$ cat config.mk
export PLATFORM = sky130hd
export DESIGN_NAME = seg_window_decode
export DESIGN_NICKNAME = d
export VERILOG_FILES = /design/src/rtl/seg_win_pkg.sv /design/src/rtl/seg_win_ctrl.sv /design/src/rtl/seg_win_datapath.sv /design/src/rtl/seg_window_decode.sv
export SDC_FILE = /design/constraint.sdc
export NUM_CORES = 1
export LEC_CHECK = 0
export ABC_AREA = 1
export ABC_CLOCK_PERIOD_IN_PS = 4500
export BUFFER_PORTS_ARGS = -buffer_cell sky130_fd_sc_hd__buf_2
export CORE_UTILIZATION = 49
export DETAILED_ROUTE_END_ITERATION = 16
export PLACE_DENSITY = 0.95
export SYNTH_ARGS = -nofsm -noshare
export SYNTH_HDL_FRONTEND = slang
export SYNTH_SLANG_ARGS = --single-unit
export TNS_END_PERCENT = 100
$ cat constraint.sdc
create_clock -name clk -period 4.5 [get_ports clk]
set_clock_uncertainty 0.2 [all_clocks]
set_input_delay 0.225 -clock clk [delete_from_list [all_inputs] [get_ports clk]]
set_output_delay 0.225 -clock clk [all_outputs]
set_load 0.01 [all_outputs]
$ cat src/rtl/seg_win_pkg.sv
package seg_win_pkg;

  // Strobes passed from the control decode to the datapath.
  typedef struct packed {
    logic loadEnable;  // load the enable register this cycle
    logic sampleReq;   // a request is presented this cycle
    logic readSel;     // read-back offset selected
  } winStrobes_t;

endpackage

$ cat src/rtl/seg_win_ctrl.sv
module seg_win_ctrl
  import seg_win_pkg::*;
#(
  parameter int REG_AW = 12,
  parameter logic [REG_AW-1:0] EN_OFFSET = 12'h060
) (
  input  logic              reqValid,
  input  logic              cfgWrEn,
  input  logic [REG_AW-1:0] cfgAddr,
  output winStrobes_t       strobes
);

  logic offsetHit;

  assign offsetHit          = (cfgAddr == EN_OFFSET);
  assign strobes.loadEnable = cfgWrEn && offsetHit;
  assign strobes.sampleReq  = reqValid;
  assign strobes.readSel    = offsetHit;

endmodule

$ cat src/rtl/seg_win_datapath.sv
module seg_win_datapath
  import seg_win_pkg::*;
#(
  parameter int ADDR_W    = 32,
  parameter int REGION_W  = 4,
  parameter logic [REGION_W-1:0] REGION_TAG = 4'hF,
  parameter int WIN_SHIFT = 23,
  parameter int WIN_CNT   = 32,
  localparam int IDX_W    = $clog2(WIN_CNT)
) (
  input  logic               clk,
  input  logic               rstN,
  input  winStrobes_t        strobes,
  input  logic [ADDR_W-1:0]  reqAddr,
  input  logic               reqIsMem,
  input  logic [WIN_CNT-1:0] wrData,
  output logic [WIN_CNT-1:0] rdData,
  output logic               claimQ,
  output logic [IDX_W-1:0]   idxQ
);

  logic [WIN_CNT-1:0] enableReg;
  logic [WIN_CNT-1:0] winHit;
  logic [IDX_W-1:0]   reqIdx;
  logic [IDX_W-1:0]   hitIdx;
  logic               regionOk;
  logic               anyHit;

  // Enable register: one bit per window, cleared by reset.
  always_ff @(posedge clk or negedge rstN) begin
    if (!rstN) begin
      enableReg <= '0;
    end else if (strobes.loadEnable) begin
      enableReg <= wrData;
    end
  end

  assign rdData   = strobes.readSel ? enableReg : '0;
  assign reqIdx   = reqAddr[WIN_SHIFT +: IDX_W];
  assign regionOk = reqIsMem && (reqAddr[ADDR_W-1 -: REGION_W] == REGION_TAG);

  // One comparator per window; at most one can match.
  for (genvar w = 0; w < WIN_CNT; w++) begin : g_win
    assign winHit[w] = regionOk && enableReg[w] && (reqIdx == IDX_W'(w));
  end

  assign anyHit = |winHit;

  always_comb begin
    hitIdx = '0;
    for (int w = 0; w < WIN_CNT; w++) begin
      if (winHit[w]) hitIdx = IDX_W'(w);
    end
  end

  always_ff @(posedge clk or negedge rstN) begin
    if (!rstN) begin
      claimQ <= 1'b0;
      idxQ   <= '0;
    end else begin
      claimQ <= strobes.sampleReq && anyHit;
      idxQ   <= (strobes.sampleReq && anyHit) ? hitIdx : '0;
    end
  end

  // Base address of the window named by the registered index.
  logic [ADDR_W-1:0] winBase;
  assign winBase = (ADDR_W'(REGION_TAG) << (ADDR_W - REGION_W)) | (ADDR_W'(idxQ) << WIN_SHIFT);

  a_r4_single_window: assert property (@(posedge clk) disable iff (!rstN)
    $onehot0(winHit));

  a_r9_claim_needs_valid: assert property (@(posedge clk) disable iff (!rstN)
    claimQ |-> $past(strobes.sampleReq));

  a_r7_io_never_claims: assert property (@(posedge clk) disable iff (!rstN)
    claimQ |-> $past(reqIsMem));

  a_r5_top_region_only: assert property (@(posedge clk) disable iff (!rstN)
    claimQ |-> ($past(reqAddr[ADDR_W-1 -: REGION_W]) == REGION_TAG));

  a_r8_addr_in_window: assert property (@(posedge clk) disable iff (!rstN)
    claimQ |-> (($past(reqAddr) - winBase) < (ADDR_W'(1) << WIN_SHIFT)));

  a_r6_zero_enables: assert property (@(posedge clk) disable iff (!rstN)
    claimQ |-> ($past(enableReg) != '0));

  a_r9_idle_index: assert property (@(posedge clk) disable iff (!rstN)
    !claimQ |-> (idxQ == '0));

  a_r3_hold_enables: assert property (@(posedge clk) disable iff (!rstN)
    !strobes.loadEnable |=> (enableReg == $past(enableReg)));

endmodule

$ cat src/rtl/seg_window_decode.sv
module seg_window_decode
  import seg_win_pkg::*;
#(
  parameter int ADDR_W    = 32,
  parameter int REGION_W  = 4,
  parameter logic [REGION_W-1:0] REGION_TAG = 4'hF,
  parameter int WIN_SHIFT = 23,
  parameter int WIN_CNT   = 32,
  parameter int REG_AW    = 12,
  parameter logic [REG_AW-1:0] EN_OFFSET = 12'h060,
  localparam int IDX_W    = $clog2(WIN_CNT)
) (
  input  logic               clk,
  input  logic               rstN,
  input  logic               reqValid,
  input  logic [ADDR_W-1:0]  reqAddr,
  input  logic               reqIsMem,
  input  logic               cfgWrEn,
  input  logic [REG_AW-1:0]  cfgAddr,
  input  logic [WIN_CNT-1:0] cfgWrData,
  output logic [WIN_CNT-1:0] cfgRdData,
  output logic               hitClaim,
  output logic [IDX_W-1:0]   hitIndex
);

  winStrobes_t strobes;

  seg_win_ctrl #(
    .REG_AW   (REG_AW),
    .EN_OFFSET(EN_OFFSET)
  ) u_ctrl (
    .reqValid(reqValid),
    .cfgWrEn (cfgWrEn),
    .cfgAddr (cfgAddr),
    .strobes (strobes)
  );

  seg_win_datapath #(
    .ADDR_W    (ADDR_W),
    .REGION_W  (REGION_W),
    .REGION_TAG(REGION_TAG),
    .WIN_SHIFT (WIN_SHIFT),
    .WIN_CNT   (WIN_CNT)
  ) u_dp (
    .clk     (clk),
    .rstN    (rstN),
    .strobes (strobes),
    .reqAddr (reqAddr),
    .reqIsMem(reqIsMem),
    .wrData  (cfgWrData),
    .rdData  (cfgRdData),
    .claimQ  (hitClaim),
    .idxQ    (hitIndex)
  );

endmodule

==> run_results.csv, run 1 <==
group,metric,value,unit
outcome,status,"finished with violations",
outcome,violations,"design-rule violations",
floorplanning,chip_height,70.88,um
routing,antenna_left,0,
critical_path,crit_type,"in -> out",
critical_path,critical_path_required,4.07,ns
grt,vias_in_the_first_global_route,2330,
grt,grt_max_degree,39,
floorplanning,design.die.area,5024,um^2
cts,ctsRootBufferMaster,"sky130_fd_sc_hd__clkbuf_8",
power_and_ir_drop,worst_ir_drop_vdd,0.0001214,V
power_and_ir_drop,total_power,0.6483,mW
logic_synthesis,synthTopCellsByArea,"sky130_fd_sc_hd__dfrtp_1 (41%), sky130_fd_sc_hd__mux2_2 (16%), sky130_fd_sc_hd__nor2_1 (8.9%), sky130_fd_sc_hd__inv_1 (7.6%), sky130_fd_sc_hd__nand3_1 (4.3%)",
cts,cts-resized-gates,0,
timing,transition_at_the_pin_with_the_smallest_max_transition_slack,1.112,ns
placement,dpl_worst_slack,2.147,ns
final_layout,commonest_non_fill_non_tap_cell_in_the_layout,"sky130_fd_sc_hd__buf_2",
grt,first_pass_grt_wire_length,10720,um
logic_synthesis,synth_largest_type_area_fraction,0.4090,
grt,grt_antenna_before_repair,0,
timing,post-route-worst-setup-slack,2.121,ns
cts,cts_max_path_buffers,2,
power_and_ir_drop,p_comb_frac,0.119,
final_layout,final_nets,486,
timing,setup_total_negative_slack,0,ns
timing,timing.max_slew.rel_slack,0.2570,
timing,setup_viol,0,
min_path,hold_class,"in -> reg",
cts,clock_tree.htree_level_count,2,
placement,placement.io_buffers,95,
timing,clock_period_minus_final_worst_setup_slack,2.379,ns
final_layout,antenna-diode-count,0,
logic_synthesis,synth.cell_area,2325,um^2
cts,cts_made_buffers,5,
floorplanning,core-area,4444,um^2
final_layout,area.growth.synth_to_final,39.83,%
placement,globalplace.congestion,0.9014,
cts,cts_setup_buffers,0,
routing,dr.pass1.iters,13,
routing,routed_via_density,5.232,
timing,post_route_fraction_of_the_period_consumed_by_the_critical_path,0.5287,
placement,detailed_place_hpwl,4656,um
final_layout,n_fill_cell,343,
cts,insertion_delay,0.29,ns
critical_path,critical_path.startpoint_type,"input pin",
logic_synthesis,mappedNetlistNets,358,
power_and_ir_drop,power.share.sequential,0.530,
cts,cts.clk_slew.worst_paths,0.07,ns
logic_synthesis,synth.yosys.seq_area_share,0.4090,
power_and_ir_drop,power.clock.fraction,0.351,
cts,cts_hold_buf,33,
critical_path,timing.critical_path.arrival,1.95,ns
critical_path,worstPathCellList,"buf_2 > nor4_1 > and2_1 > nand2_1 > nor2_1 > buf_2",
run,maxCapViolCount,0,
critical_path,critical_path_peak_fanout,32,
logic_synthesis,post_synth_inst_count,277,
critical_path,critical_path_end_type,"primary output",
logic_synthesis,postSynthRegisterBits,38,
logic_synthesis,synth.lib_cells_used.distinct,34,
power_and_ir_drop,power.share.switching,0.2260,
power_and_ir_drop,switchingPower,0.1465,mW
routing,first_iter_violations,158,
timing,report.final.hold_viol_count,0,
logic_synthesis,synthDominantAreaCellType,"sky130_fd_sc_hd__dfrtp_1",
cts,cts_tree,"done",
routing,wire_per_inst,15.18,um
floorplanning,die_w,70.88,um
routing,via_count,2386,
logic_synthesis,synth_warnings,0,
critical_path,timing.critical_path.slowest_cell_delay,0.62,ns
floorplanning,placement_rows,24,
power_and_ir_drop,leakage,1.673,nW
routing,post-route-drc-count,6,
logic_synthesis,avgSynthCellArea,8.393,um^2
grt,grt.overflow.total,0,
final_layout,final_cell_mix,"sky130_fd_sc_hd__buf_2 (95), sky130_fd_sc_hd__nor2_1 (55), sky130_fd_sc_hd__inv_1 (47)",
power_and_ir_drop,p_per_area,199.4,nW/um^2
routing,drt-total-wl,6923,um
floorplanning,ios,119,
final_layout,post_route_cells_drive_above_1_share,0.3837,
cts,cts.sink_count,38,
power_and_ir_drop,internal_power_summed_over_all_cells,0.5018,mW
floorplanning,effective_utilization_at_floorplan,0.5231,
timing,fin_max_slew_vios,0,
critical_path,cp_slowest_cell,"sky130_fd_sc_hd__nand2_1",
critical_path,crit_path_frequent_cell,"sky130_fd_sc_hd__buf_2",
timing,grt_setup_unrepaired,"false",
timing,fmax,0.4203,GHz
grt,groute.usage.overall,0.2787,
==> through the flow <==
stage	util	area (um^2)	std cells	hold WS, ns
floorplan	-	2325	277	-0.2706
global placement	0.6385	2838	417	0.1585
detailed placement	0.6385	2838	417	0.1713
CTS	0.7314	3251	456	0.003201
global route	0.7314	3251	456	0.01070
finish	0.7314	3251	456	0.004543
==> cell usage after synthesis (all sizes together) <==
cell    number
nor3        14
o21a         1
clkbuf       4
inv         52
a31oi        1
mux2        32
nand4        7
o31ai        4
a21oi        2
o21bai       1
buf          4
nand2       22
nand3       20
and3         1
o41ai        2
nand3b       1
and2         1
nor4         5
dfrtp       38
o31a         2
nor2        61
o21ai        1
a41o         1
==> critical path, delay by kind of cell <==
kind	cells	cell delay, ns
buf+inv	2	0.28
simple gates	4	1.44
==> final timing paths <==
check | slack [ns] | from | end | depth (start not counted)
max reg2reg | 2.62 | u_dp.enableReg[3] | u_dp.idxQ[0] | 12
min reg2reg | 0.31 | u_dp.enableReg[31] | u_dp.enableReg[31] | 1
max in group asynchronous | 3.19 | rstN | u_dp.enableReg[9] | 2
max | 2.12 | cfgAddr[9] | cfgRdData[9] | 6
min | 0.005 | reqValid | u_dp.idxQ[2] | 3
min in group asynchronous | 0.39 | rstN | u_dp.idxQ[2] | 2
==> flip-flops by register name, summed over array words and instances (netlist names) <==
name and cells:
u_dp.claimQ 1, u_dp.idxQ 5, u_dp.enableReg 32
==> power groups by stage <==
stage	Combinational, mW	Clock [mW]	Sequential [mW]
2_1_floorplan	0.0170	0	0.350
3_3_place_gp	0.0525	0	0.350
3_5_place_dp	0.0538	0	0.350
4_1_cts	0.0759	0.233	0.344
5_1_grt	0.0843	0.248	0.343
6_report	0.0772	0.228	0.344
==> layer usage <==
metal	track usage	part of all wire
met3	0.05983	0.069
met5	0	0
met1	0.3129	0.39
met2	0.5267	0.53
met4	0.08222	0.014
==> layout make-up <==
type                            instances  area, um^2  area share
Multi-Input combinational cell        179        1144      0.3518
Tap cell                               52       65.06     0.02002
Timing Repair Buffer                  129       813.3      0.2502
Sequential cell                        38       950.9      0.2925
Clock buffer                            6       82.58     0.02540
Inverter                               52       195.2     0.06005
==> cells by family (layout without fill, tap and decap cells) <==
group | Yosys count | count (layout) | share of synthesized area
AND/OR/NAND/NOR | 132 | 132 | 0.2761
buffers and inverters | 60 | 187 | 0.09903
multiplexers | 32 | 32 | 0.1550
AO/OA/AOI/OAI | 15 | 15 | 0.06082
flip-flops | 38 | 38 | 0.4090
Power figures use the tool's default switching activity.
==> run 2: changes to the inputs <==
--- a/config.mk
+++ b/config.mk
@@ -5,12 +5,12 @@
 export SDC_FILE = /design/constraint.sdc
 export NUM_CORES = 1
 export LEC_CHECK = 0
-export ABC_AREA = 1
-export ABC_CLOCK_PERIOD_IN_PS = 4500
+export ABC_AREA = 0
+export ABC_CLOCK_PERIOD_IN_PS = 2200
 export BUFFER_PORTS_ARGS = -buffer_cell sky130_fd_sc_hd__buf_2
-export CORE_UTILIZATION = 49
+export CORE_UTILIZATION = 46
 export DETAILED_ROUTE_END_ITERATION = 16
-export PLACE_DENSITY = 0.95
+export PLACE_DENSITY = 0.92
 export SYNTH_ARGS = -nofsm -noshare
 export SYNTH_HDL_FRONTEND = slang
 export SYNTH_SLANG_ARGS = --single-unit
==> constraint.sdc (replaced) <==
create_clock -name clk -period 2.2 [get_ports clk]
set_clock_uncertainty 0.2 [all_clocks]
set_input_delay 0.11 -clock clk [delete_from_list [all_inputs] [get_ports clk]]
set_output_delay 0.11 -clock clk [all_outputs]
set_load 0.01 [all_outputs]
==> run 2 against run 1 <==
  * The run now ends clean
  * Count of clock-buffer cells in the layout fell by 1
  * Synthesized cell count fell by 33%
  * Power is 120% higher
  * Critical endpoint is now u_dp.claimQ
  * Highest routed layer unchanged
==> run_results.csv, run 2 <==
group,metric,value,unit
floorplanning,ios,119,
logic_synthesis,synthTopCellsByArea,"sky130_fd_sc_hd__dfrtp_1 (40%), sky130_fd_sc_hd__mux2_2 (13%), sky130_fd_sc_hd__mux4_2 (10%), sky130_fd_sc_hd__and2_1 (8.4%), sky130_fd_sc_hd__mux2_4 (4.4%)",
final_layout,n_fill_cell,357,
critical_path,worstPathCellList,"mux4_2 > mux2_4 > nand3_2 > a41oi_2",
power_and_ir_drop,p_comb_frac,0.115,
logic_synthesis,edff_count_synth,0,
cts,cts_max_path_buffers,2,
power_and_ir_drop,total_power,1.447,mW
critical_path,timing.critical_path.arrival,1.69,ns
grt,first_pass_grt_wire_length,9328,um
power_and_ir_drop,leakage,1.735,nW
logic_synthesis,ys.flop_type,"sky130_fd_sc_hd__dfrtp_1",
critical_path,critical_path_end_type,"flop",
grt,grt.overflow.total,0,
timing,setup_total_negative_slack,0,ns
critical_path,critical_path_peak_fanout,5,
run,maxCapViolCount,0,
logic_synthesis,postSynthRegisterBits,38,
critical_path,crit_type,"reg -> reg",
outcome,status,"completed",
final_layout,commonest_non_fill_non_tap_cell_in_the_layout,"sky130_fd_sc_hd__buf_2",
timing,clock_period_minus_final_worst_setup_slack,1.728,ns
placement,detailed_place_hpwl,3911,um
power_and_ir_drop,switchingPower,0.3141,mW
timing,grt_setup_unrepaired,"false",
routing,via_count,1959,
cts,ctsRootBufferMaster,"sky130_fd_sc_hd__clkbuf_8",
logic_synthesis,synth.lib_cells_used.distinct,40,
power_and_ir_drop,p_per_area,439.5,nW/um^2
floorplanning,die_w,73.89,um
power_and_ir_drop,power.share.sequential,0.486,
cts,cts.clk_slew.worst_paths,0.07,ns
final_layout,final_cell_mix,"sky130_fd_sc_hd__buf_2 (95), sky130_fd_sc_hd__dfrtp_1 (38), sky130_fd_sc_hd__dlygate4sd3_1 (36)",
placement,dpl_worst_slack,0.3547,ns
cts,clock_tree.htree_level_count,2,
cts,cts_made_buffers,5,
final_layout,post_route_cells_drive_above_1_share,0.5064,
routing,dr.pass1.iters,4,
critical_path,timing.critical_path.slowest_cell_delay,0.51,ns
timing,transition_at_the_pin_with_the_smallest_max_transition_slack,0.8203,ns
placement,placement.io_buffers,95,
routing,antenna_left,0,
final_layout,area_used_by_multi_input_combinational_logic,1291,um^2
logic_synthesis,avgSynthCellArea,12.85,um^2
timing,worst_hold_slack,0.05824,ns
placement,globalplace.congestion,0.8209,
logic_synthesis,synth_commonest_cells,"sky130_fd_sc_hd__dfrtp_1 (38), sky130_fd_sc_hd__and2_1 (32), sky130_fd_sc_hd__mux2_2 (27), sky130_fd_sc_hd__mux4_2 (11)",
grt,grt_antenna_before_repair,0,
logic_synthesis,synth.yosys.seq_area_share,0.4000,
logic_synthesis,async_reset_ff_frac,1.000,
cts,insertion_delay,0.29,ns
logic_synthesis,synth.cell_area,2377,um^2
power_and_ir_drop,power.share.switching,0.2170,
floorplanning,chip_height,73.89,um
final_layout,max_flop_register,"u_dp.enableReg",
cts,cts.sink_count,38,
final_layout,antenna-diode-count,0,
logic_synthesis,post_synth_inst_count,185,
timing,setup_viol,0,
cts,cts_tree,"done",
final_layout,storage_cell_area,950.9,um^2
logic_synthesis,synth_warnings,0,
grt,vias_in_the_first_global_route,1940,
logic_synthesis,synth_largest_type_area_fraction,0.4000,
power_and_ir_drop,internal_power_summed_over_all_cells,1.133,mW
floorplanning,design.die.area,5460,um^2
power_and_ir_drop,power.clock.fraction,0.399,
routing,post-route-drc-count,0,
power_and_ir_drop,worst_ir_drop_vdd,0.0003979,V
timing,post_route_fraction_of_the_period_consumed_by_the_critical_path,0.7854,
routing,wire_per_inst,15.07,um
final_layout,flip_flop_count_of_the_largest_register_after_layout,32,
grt,groute.usage.overall,0.2315,
timing,fin_max_slew_vios,0,
routing,drt-total-wl,5710,um
logic_synthesis,synthDominantAreaCellType,"sky130_fd_sc_hd__dfrtp_1",
routing,routed_via_density,5.169,
floorplanning,placement_rows,25,
floorplanning,effective_utilization_at_floorplan,0.4903,
min_path,hold_class,"in -> reg",
final_layout,area.growth.synth_to_final,38.53,%
timing,timing.max_slew.rel_slack,0.4532,
critical_path,critical_path_required,2.16,ns
final_layout,layout.core_utilization,0.6792,
timing,fmax,0.5787,GHz
critical_path,critical_path.startpoint_type,"flop",
final_layout,layout_top_registers,"u_dp.enableReg (32), u_dp.idxQ (5), u_dp.claimQ (1)",
logic_synthesis,mappedNetlistNets,266,
critical_path,cp_slowest_cell,"sky130_fd_sc_hd__mux4_2",
floorplanning,core-area,4848,um^2
timing,post-route-worst-setup-slack,0.4721,ns
timing,report.final.hold_viol_count,0,
grt,grt_max_degree,39,
final_layout,final_nets,392,
logic_synthesis,post-synth-top-count-cell,"sky130_fd_sc_hd__dfrtp_1",
routing,first_iter_violations,70,
==> run 2: what timing repair did <==
item / 4_1_cts / 5_1_grt
endpoints found under the hold margin: 76 / 1
setup buffers: 0 / 0
endpoints found under the setup margin: 0 / 1
gates resized for setup: 0 / 0
hold buffers: 36 / 1
==> run 2: final timing paths <==
check / start / to / slack [ns] / cells after the start
min in group asynchronous: rstN / u_dp.enableReg[20] / 0.25 / 2
hold / removal: reqAddr[24] / u_dp.idxQ[1] / 0.06 / 3
setup reg to reg: u_dp.enableReg[31] / u_dp.claimQ / 0.47 / 4
hold reg to reg: u_dp.enableReg[14] / u_dp.enableReg[14] / 0.33 / 1
setup / recovery: u_dp.enableReg[31] / u_dp.claimQ / 0.47 / 4
max in group asynchronous: rstN / u_dp.enableReg[10] / 1.04 / 2
==> run 2: cells by family (layout without fill, tap and decap cells) <==
family                 Yosys count  in the layout  synth area share
AOI/OAI and AO/OA               14             14           0.04474
buffers and inverters           16            143           0.05685
and+or+nand+nor                 64             64            0.1816
DFF                             38             38            0.4000
muxes                           53             53            0.3168
==> run 2: through the flow <==
| step | std cells | instance area (um^2) |
|---|---|---|
| 2_1_floorplan | 185 | 2377 |
| 4_1_cts | 379 | 3293 |
| 5_1_grt | 379 | 3293 |
| 3_3_place_gp | 335 | 2824 |
| 6_report | 379 | 3293 |
| 3_5_place_dp | 335 | 2824 |
==> run 2: layout make-up <==
| class | count | share of cell area |
|---|---|---|
| inverters | 2 | 0.002280 |
| flip-flops and latches | 38 | 0.2888 |
| repair buffers | 133 | 0.2584 |
| multi-input cells | 131 | 0.3921 |
| clock inverters | 3 | 0.01216 |
| well taps | 67 | 0.02546 |
| clock buffers | 5 | 0.02090 |
==> run 2: worst max-delay path: cells and delay by family (launching register included) <==
| kind | cells | cell delay, ns |
|---|---|---|
| AO/OA/AOI/OAI | 1 | 0.09 |
| flip-flops | 1 | 0.42 |
| multiplexers | 2 | 0.79 |
| AND/OR/NAND/NOR | 1 | 0.10 |
==> run 2: power groups by stage <==
stage | clock network, mW | registers [mW] | logic [mW]
after detailed placement | 0 | 0.717 | 0.117
after CTS | 0.591 | 0.703 | 0.165
final | 0.578 | 0.703 | 0.166
after global placement | 0 | 0.717 | 0.113
after global routing | 0.618 | 0.703 | 0.183
after floorplan | 0 | 0.716 | 0.0587
==> run 2: per-layer routing <==
metal  part of all wire  track usage  up-vias  routed length (um)
li1                   -            -      934                   -
met1               0.41       0.2822      941                2352
met2               0.52       0.3996       72                2954
met3              0.053      0.05624       12                 303
met4              0.017      0.07906        0                  99
met5                  0            0        -                   0
==> run 3: changes to the inputs <==
--- a/config.mk
+++ b/config.mk
@@ -5,12 +5,12 @@
 export SDC_FILE = /design/constraint.sdc
 export NUM_CORES = 1
 export LEC_CHECK = 0
-export ABC_AREA = 0
-export ABC_CLOCK_PERIOD_IN_PS = 2200
+export ABC_AREA = 1
+export ABC_CLOCK_PERIOD_IN_PS = 1400
 export BUFFER_PORTS_ARGS = -buffer_cell sky130_fd_sc_hd__buf_2
-export CORE_UTILIZATION = 46
+export CORE_UTILIZATION = 41
 export DETAILED_ROUTE_END_ITERATION = 16
-export PLACE_DENSITY = 0.92
+export PLACE_DENSITY = 0.88
 export SYNTH_ARGS = -nofsm -noshare
 export SYNTH_HDL_FRONTEND = slang
 export SYNTH_SLANG_ARGS = --single-unit
==> constraint.sdc (replaced) <==
create_clock -name clk -period 1.4 [get_ports clk]
set_clock_uncertainty 0.2 [all_clocks]
set_input_delay 0.07 -clock clk [delete_from_list [all_inputs] [get_ports clk]]
set_output_delay 0.07 -clock clk [all_outputs]
set_load 0.01 [all_outputs]
==> run 3 against run 2 <==
  * The flow now finishes with violations (negative setup slack)
  * Via count rose by 45%
  * Sequential share of layout area down 7.3 points
  * Sequential power rose by 56%
  * Sequential cell count stayed put
  * Critical endpoint is now u_dp.idxQ[1]
  * Largest cell class is now buffers
  * Highest routed layer unchanged
==> run_results.csv, run 3 (synthesis results as in run 1) <==
group,metric,value,unit
outcome,violations,"negative setup slack",
timing,fin_max_slew_vios,0,
cts,cts.sink_count,38,
final_layout,flip_flop_count_of_the_largest_register_after_layout,32,
timing,report.final.hold_viol_count,0,
timing,worst_hold_slack,0.06910,ns
routing,wire_per_inst,18.37,um
routing,antenna_left,0,
cts,ctsRootBufferMaster,"sky130_fd_sc_hd__clkbuf_8",
timing,clock_period_minus_final_worst_setup_slack,1.812,ns
routing,routed_via_density,5.188,
routing,via_count,2843,
critical_path,timing.critical_path.slowest_cell_delay,0.45,ns
outcome,status,"finished with violations",
placement,dpl_worst_slack,-0.4908,ns
critical_path,cp_slowest_cell,"sky130_fd_sc_hd__o41ai_4",
final_layout,final_cell_mix,"sky130_fd_sc_hd__buf_2 (65), sky130_fd_sc_hd__buf_4 (63), sky130_fd_sc_hd__inv_1 (42)",
final_layout,max_flop_register,"u_dp.enableReg",
critical_path,crit_type,"reg -> reg",
floorplanning,die_w,77.30,um
min_path,hold_class,"in -> async",
floorplanning,chip_height,77.30,um
critical_path,worstPathCellList,"inv_2 > nor3_2 > o41ai_4 > nand2_2 > nor2_4 > nand2_2 > nand2_4 > inv_2 > nand2_1 > inv_1",
grt,groute.usage.overall,0.2980,
timing,transition_at_the_pin_with_the_smallest_max_transition_slack,0.4883,ns
power_and_ir_drop,worst_ir_drop_vdd,0.0003745,V
power_and_ir_drop,total_power,2.238,mW
timing,post_route_fraction_of_the_period_consumed_by_the_critical_path,1.294,
placement,placement.io_buffers,95,
power_and_ir_drop,leakage,2.099,nW
placement,globalplace.congestion,0.8982,
floorplanning,core-area,5473,um^2
run,maxCapViolCount,0,
placement,placed_area,3358,um^2
final_layout,final_nets,556,
floorplanning,effective_utilization_at_floorplan,0.4248,
critical_path,ff2ff_setup_slack,-0.41,ns
routing,post-route-drc-count,0,
timing,setup_viol,38,
grt,grt.overflow.total,0,
critical_path,critical_path.startpoint,"u_dp.enableReg[28]",
routing,drt-total-wl,10070,um
floorplanning,placement_rows,27,
timing,grt_setup_unrepaired,"true",
grt,vias_in_the_first_global_route,2851,
timing,post-route-worst-setup-slack,-0.4121,ns
critical_path,reg2reg_depth,10,
placement,dp_cells,499,
critical_path,critical_path_peak_fanout,5,
cts,cts_tree,"done",
critical_path,timing.rr.end,"u_dp.idxQ[1]",
cts,insertion_delay,0.29,ns
critical_path,critical_path.startpoint_type,"flop",
critical_path,critical_path.reg2reg.startpoint,"u_dp.enableReg[28]",
placement,detailed_place_hpwl,6043,um
critical_path,critical_path_end_type,"flop",
final_layout,area.growth.synth_to_final,89.77,%
final_layout,layout.core_utilization,0.8061,
routing,dr.pass1.iters,6,
critical_path,timing.critical_path.arrival,1.80,ns
critical_path,critical_path.endpoint,"u_dp.idxQ[1]",
grt,first_pass_grt_wire_length,13430,um
timing,timing.max_slew.rel_slack,0.6744,
final_layout,antenna-diode-count,0,
final_layout,layout_top_registers,"u_dp.enableReg (32), u_dp.idxQ (5), u_dp.claimQ (1)",
final_layout,fin_area,4412,um^2
floorplanning,design.die.area,5975,um^2
timing,setup_total_negative_slack,-3.350,ns
grt,grt_max_degree,22,
routing,first_iter_violations,264,
cts,cts_made_buffers,5,
final_layout,commonest_non_fill_non_tap_cell_in_the_layout,"sky130_fd_sc_hd__buf_2",
critical_path,critical_path_required,1.39,ns
cts,cts_max_path_buffers,2,
power_and_ir_drop,p_per_area,507.3,nW/um^2
floorplanning,ios,119,
grt,grt_antenna_before_repair,0,
cts,cts.clk_slew.worst_paths,0.08,ns
final_layout,post_route_cells_drive_above_1_share,0.5756,
final_layout,post_layout_nonfiller_instances,548,
timing,fmax,0.5519,GHz
cts,clock_tree.htree_level_count,2,
run 3: cell type report:
| class | count | area (um^2) |
|---|---|---|
| Clock buffer | 7 | 86.33 |
| Clock inverter | 1 | 5.005 |
| Fill cell | 322 | 1061 |
| Inverter | 52 | 195.2 |
| Multi-Input combinational cell | 179 | 1450 |
| Sequential cell | 38 | 950.9 |
| Tap cell | 72 | 90.09 |
| Timing Repair Buffer | 199 | 1634 |
run 3: critical path: cells and delay by family, from the launching register on:
family,cells,cell delay (ns)
and+or+nand+nor,6,0.51
buffers and inverters,3,0.16
AOI/OAI and AO/OA,1,0.45
DFF,1,0.39
run 3: worst min path at each step:
| stage | from | end | slack [ns] | depth (start not counted) |
|---|---|---|---|---|
| floorplan | rstN | u_dp.claimQ | -0.43 | 0 |
| global placement | rstN | u_dp.enableReg[25] | -0.17 | 1 |
| detailed placement | rstN | u_dp.enableReg[24] | -0.16 | 1 |
| CTS | rstN | u_dp.enableReg[17] | 0.07 | 2 |
| global route | rstN | u_dp.enableReg[17] | 0.08 | 2 |
| finish | rstN | u_dp.enableReg[4] | 0.07 | 2 |
run 3: where the power goes:
part           switching, mW  internal [mW]
combinational          0.157          0.179
sequential           0.00271           1.10
clock                  0.401          0.398
run 3: what timing repair did:
action,CTS,global route
pin swaps,3,7
hold buffers,34,0
hold endpoints to repair,76,0
setup buffers,3,1
cloned,1,2
resized for setup,12,105
endpoints found under the setup margin,31,41
run 3: metal layers:
layer | vias up | global-route usage | part of all wire
li1 | 1296 | - | -
met1 | 1331 | 0.3286 | 0.35
met2 | 171 | 0.5434 | 0.54
met3 | 45 | 0.07024 | 0.071
met4 | 0 | 0.1208 | 0.036
met5 | - | 0 | 0
